`config.mk`:
```
export PLATFORM = sky130hd
export DESIGN_NAME = prio_max_sel
export DESIGN_NICKNAME = d
export VERILOG_FILES = /design/src/rtl/prio_max_sel.sv
export SDC_FILE = /design/constraint.sdc
export NUM_CORES = 1
export LEC_CHECK = 0
export CORE_MARGIN = 4
export CORE_UTILIZATION = 51
export CTS_BUF_LIST = sky130_fd_sc_hd__clkbuf_8
export DETAILED_ROUTE_END_ITERATION = 7
export GPL_ROUTABILITY_DRIVEN = 0
export MAX_ROUTING_LAYER = met4
export PLACE_DENSITY = 0.82
export REMOVE_ABC_BUFFERS = 1
export SLEW_MARGIN = 20
export SYNTH_ARGS = -nofsm -noshare
export SYNTH_HDL_FRONTEND = slang
export SYNTH_SLANG_ARGS = --single-unit
export TNS_END_PERCENT = 30
```
`constraint.sdc`:
```
create_clock -name clk -period 2.7 [get_ports clk]
set_input_delay 0.405 -clock clk [delete_from_list [all_inputs] [get_ports clk]]
set_output_delay 0.405 -clock clk [all_outputs]
set_load 0.02 [all_outputs]
```
`src/rtl/prio_max_sel.sv`:
```
module prio_max_sel #(
  parameter int NUM_CH = 32,
  parameter int PRIO_W = 12
) (
  input  logic                     clk,
  input  logic                     rst_n,
  input  logic                     start_i,
  input  logic [NUM_CH*PRIO_W-1:0] prio_i,
  output logic [$clog2(NUM_CH)-1:0] win_id_o,
  output logic                     win_valid_o,
  output logic                     done_o
);
  localparam int ID_W   = $clog2(NUM_CH);
  localparam int LEVELS = ID_W;
  localparam int NODES  = NUM_CH - 1;

  logic [PRIO_W-1:0] leaf_pr [NUM_CH];
  logic [PRIO_W-1:0] node_pr [NODES];
  logic [ID_W-1:0]   node_id [NODES];
  logic [LEVELS-1:0] tag_q;

  for (genvar i = 0; i < NUM_CH; i++) begin : g_leaf
    assign leaf_pr[i] = prio_i[i*PRIO_W +: PRIO_W];
  end

  // heap-ordered tree: node k has children 2k+1 (lower indices) and 2k+2
  for (genvar k = 0; k < NODES; k++) begin : g_node
    localparam int LC = 2*k + 1;
    localparam int RC = 2*k + 2;
    logic [PRIO_W-1:0] a_pr, b_pr;
    logic [ID_W-1:0]   a_id, b_id;

    if (LC >= NODES) begin : g_from_leaf
      assign a_pr = leaf_pr[LC-NODES];
      assign a_id = ID_W'(LC-NODES);
      assign b_pr = leaf_pr[RC-NODES];
      assign b_id = ID_W'(RC-NODES);
    end else begin : g_from_node
      assign a_pr = node_pr[LC];
      assign a_id = node_id[LC];
      assign b_pr = node_pr[RC];
      assign b_id = node_id[RC];
    end

    always_ff @(posedge clk) begin
      if (!rst_n) begin
        node_pr[k] <= '0;
        node_id[k] <= '0;
      end else if (b_pr > a_pr) begin
        node_pr[k] <= b_pr;
        node_id[k] <= b_id;
      end else begin
        node_pr[k] <= a_pr;
        node_id[k] <= a_id;
      end
    end
  end

  always_ff @(posedge clk) begin
    if (!rst_n) tag_q <= '0;
    else        tag_q <= {tag_q[LEVELS-2:0], start_i};
  end

  assign done_o      = tag_q[LEVELS-1];
  assign win_id_o    = node_id[0];
  assign win_valid_o = done_o && (node_pr[0] != '0);
endmodule

```
After elaboration in Yosys (flattened, before gate mapping). Memories as Yosys holds them, arrays and structs flattened. Cells that the tools add are included.

Latch bits: 0. RAM bits: 527. Output and inout port bits: 7. Memory bits (read-only): 0. Input port bits: 387. Memories kept: 2. Register bits after elaboration: 5.

Shifts and indexed selects: 0. Add/sub/neg operators: 0. $lt $le $gt $ge: 31. Bitwise operators: 124. Multiplexer cells: 311. Multiply operators: 0. Div/mod/pow operators: 0. Reductions and logical operators: 2. Eq/ne operators: 0.

Memories: node_pr (words 31, bits a word 12, read ports 31, clocked after Yosys merged registers in 0, write ports 31, line 18) `logic [PRIO_W-1:0] node_pr [NODES];`; node_id (words 31, bits a word 5, read ports 31, clocked after Yosys merged registers in 0, write ports 31, line 19) `logic [ID_W-1:0] node_id [NODES];`.

Operators with widths (count): $mux W12 (62); $gt A12 B12 Y1 (31); $mux W5 (62); $mux W1 (187); $or A1 B1 Y1 (124); $reduce_bool A12 Y1 (1); $logic_and A1 B1 Y1 (1).

Depth between registers and ports, before layout. An unclocked memory read counts as a cell.

Word-level depth: 7. Mapped depth: 10. Mapped depth without buffers: 7.

Worst setup path before layout. OpenSTA, ideal clock, no wires.

Kind: input port to flip-flop. Start point: input prio_i[275]. End point: memory node_pr[26][5] (netlist: node_pr[1][125]) (data pin). Arrival: 1813 ps. Stages on the path: 9. Setup slack: 615 ps. Path buffers: 2. Library setup time: 272 ps. Required time: 2428 ps. Path through: inv_1 ha_1 nand4_1 or3_1 buf_2 buf_6 and3_1 o21ai_0 o2111ai_1.

RTL lines: from (decl) (line 8) `input logic [NUM_CH*PRIO_W-1:0] prio_i,`; to (decl) (line 18).

==> impl_metrics.yaml <==
place:
  pre_cts_ws_ps: -422
  port-buffer-count: 393
  dp_hpwl_microns: 72000
die:
  die_y_microns: 279
  rows: 99
  core_area_sq_um: 72800
  ios: 394
  die_x_microns: 279
  die_area_sq_um: 77800
  start_util: 0.514
timing:
  setup_viol: 0
  worstMarginPinSlew_ps: 888
  finalHoldViolCount: 0
  layout_min_cycle_time_ps: 2510
  post-route-period-util: 0.931
  slew_violations: 0
  worst_slack_ps: 187
  rsz0062_at_grt: "false"
  fin_worst_skew_ps: 38.6
  slew_headroom: 0.408
  fmaxAchievable_ghz: 0.398
final_layout:
  final_cell_mix: "nand2_1, edfxtp_1, conb_1"
  fillers: 6029
  layout.nets: 5733
  mostFrequentLayoutCell: "nand2_1"
  drive_gt1_frac: 0.0689
  area_delta_synth_final_pct: 22.3
worst_setup_path:
  regToRegSetupSlack_ps: 190
  arrival_ps: 2950
  cp-end-kind: "register"
  worstSetupPathType: "reg -> reg"
  cp_max_fo: 33
  cp.required_ps: 3140
  cp-start-kind: "register"
routing:
  drtPass1Iterations: 6
  routed_wl_microns: 95200
  drt_iter0_drc: 2499
  wl_per_cell_microns: 15.9
  ant_nets: 0
  viasPerCell: 5.71
  vias: 34300
  drc_errors: 0
power_and_ir_drop:
  share_comb_of_total_power: 0.268
  p_sw_uw: 6750
  total_power_uw: 21600
  power.internal_uw: 14900
  vdd_drop_max_uv: 474
  seqPwrFrac: 0.442
  p_clk_frac: 0.291
  power_density_nw_per_um2: 472
  p_leak_uw: 0.0205
  swShare: 0.312
clock_tree:
  clkTransAtPathRegs_ps: 60
  root_buffer: "clkbuf_8"
  clock_latency_ps: 660
  numCtsBuffers: 85
  cts_sinks: 460
  cts_tree: "yes"
  htree_levels: 3
  cts_setup_buffers: 0
  clk_path_buf_depth: 3
synth:
  synth_edf_count: 454
  synth_seq_cells: 460
  yosys_warnings: 0
  ys_types: 45
  synth_top_cells_by_area: "edfxtp_1, ha_1, nand2_1"
  ys_seq_area_frac: 0.367
  synth_top_area_share: 0.364
  synth.largest_area_cell: "edfxtp_1"
  syn-mean-instance-area_sq_um: 8.88
  synth_cells: 4218
  synthArstFlopShare: 0
  yosys_most_used_dff: "edfxtp_1"
  syn_area_sq_um: 37400
status:
  status: "finished, final reports clean"
grt:
  antenna_found_initial: 2
  grt_usage: 0.242
  grt_max_degree: 136
  grt_pass1_wl_microns: 155000
  grt.overflow.total: 0
  grt_pass1_vias: 32600
flow_run:
  maxCapViolCount: 0
hold_path:
  hold_class: "in -> reg"
## metal layers
| layer | GRT usage | vias to the layer above | share of wire |
|---|---|---|---|
| met2 | 0.412 | 1065 | 0.51 |
| met4 | 0.0883 | 0 | 0.034 |
| met3 | 0.0298 | 239 | 0.050 |
| met5 | - | - | 0 |
| met1 | 0.296 | 16000 | 0.41 |
| li1 | - | 16900 | - |
## flip-flops by register name (all words and copies together), names as in the netlist
register  flops
node_pr     372
node_id      83
tag_q         5
## cell type report
type	count	area, sq um	area share
multi-input combinational	3482	22400	0.489
sequential	460	13800	0.300
timing repair buffer	567	5460	0.119
inverter	378	1420	0.0310
clock buffer	89	1220	0.0267
tap	959	1200	0.0262
clock inverter	61	337	0.00735
antenna	2	5.00	0.000109
## repair_timing
action,4_1_cts,5_1_grt
endpoints found under the hold margin,0,0
setup endpoints to repair,1,2
resized for setup,1,2
pin swaps,0,0
hold buffers,0,0
## power by group through the flow
stage	Clock, uW	Sequential [uW]	Combinational, uW
2_1_floorplan	0	9370	3580
3_3_place_gp	0	9650	5450
3_5_place_dp	0	9670	5700
4_1_cts	6500	9540	5740
5_1_grt	6800	9610	6550
6_report	6280	9540	5790
## synth_stat cells (11+ instances only)
master,number
inv_1,378
nand2_1,745
nor2_1,20
a211oi_1,26
or4_1,275
buf_2,64
o211ai_1,13
and4_1,21
o22ai_1,16
a21o_1,35
nor3_1,41
clkbuf_1,242
edfxtp_1,454
buf_6,29
buf_4,11
o21ai_0,286
o211ai_2,13
a21oi_1,110
and2_1,20
o2111ai_1,130
and3_1,267
nand4_1,52
ha_1,372
a32oi_1,145
nor2b_1,26
mux2i_1,134
nand3_1,185
## cells by family after synthesis
group           count (synthesis)  share of synthesized area
flops                         460                      0.367
simple gates                 1701                      0.240
other cells                     1                   0.000100
compound gates                821                      0.150
mux                           134                     0.0358
buf+inv                       729                     0.0822
fa+ha+maj                     372                      0.124
## path summary, 6_finish.rpt
kind | cells past startpoint | startpoint | to
worst max-delay path | 7 | node_pr[0][22]$_DFFE_PP_ | node_id[0][0]$_DFFE_PP_
worst min-delay path | 2 | start_i | tag_q[0]$_SDFF_PN0_
worst max register to register | 7 | node_pr[0][22]$_DFFE_PP_ | node_id[0][0]$_DFFE_PP_
worst min register to register | 1 | tag_q[3]$_SDFF_PN0_ | tag_q[4]$_SDFF_PN0_
## stage by stage
step	hold WS, ps	std cells	utilization	area (sq um)	TNS (ps)
after floorplan	412	4320	-	37500	-294
final	338	5998	0.629	45800	0
after detailed placement	419	5846	0.607	44200	-22830
after global routing	289	5997	0.629	45800	0
after global placement	416	5846	0.607	44200	-16760
after CTS	265	5996	0.628	45800	0
## worst max-delay path, cell delays in order (launching register included)
cell	delay [ps]
edfxtp_1	380
inv_1	70
ha_1	330
a21oi_1	160
nand2_1	60
a21o_1	460
or4_1	620
o2111ai_1	200
(Power assumes the default switching activity.)
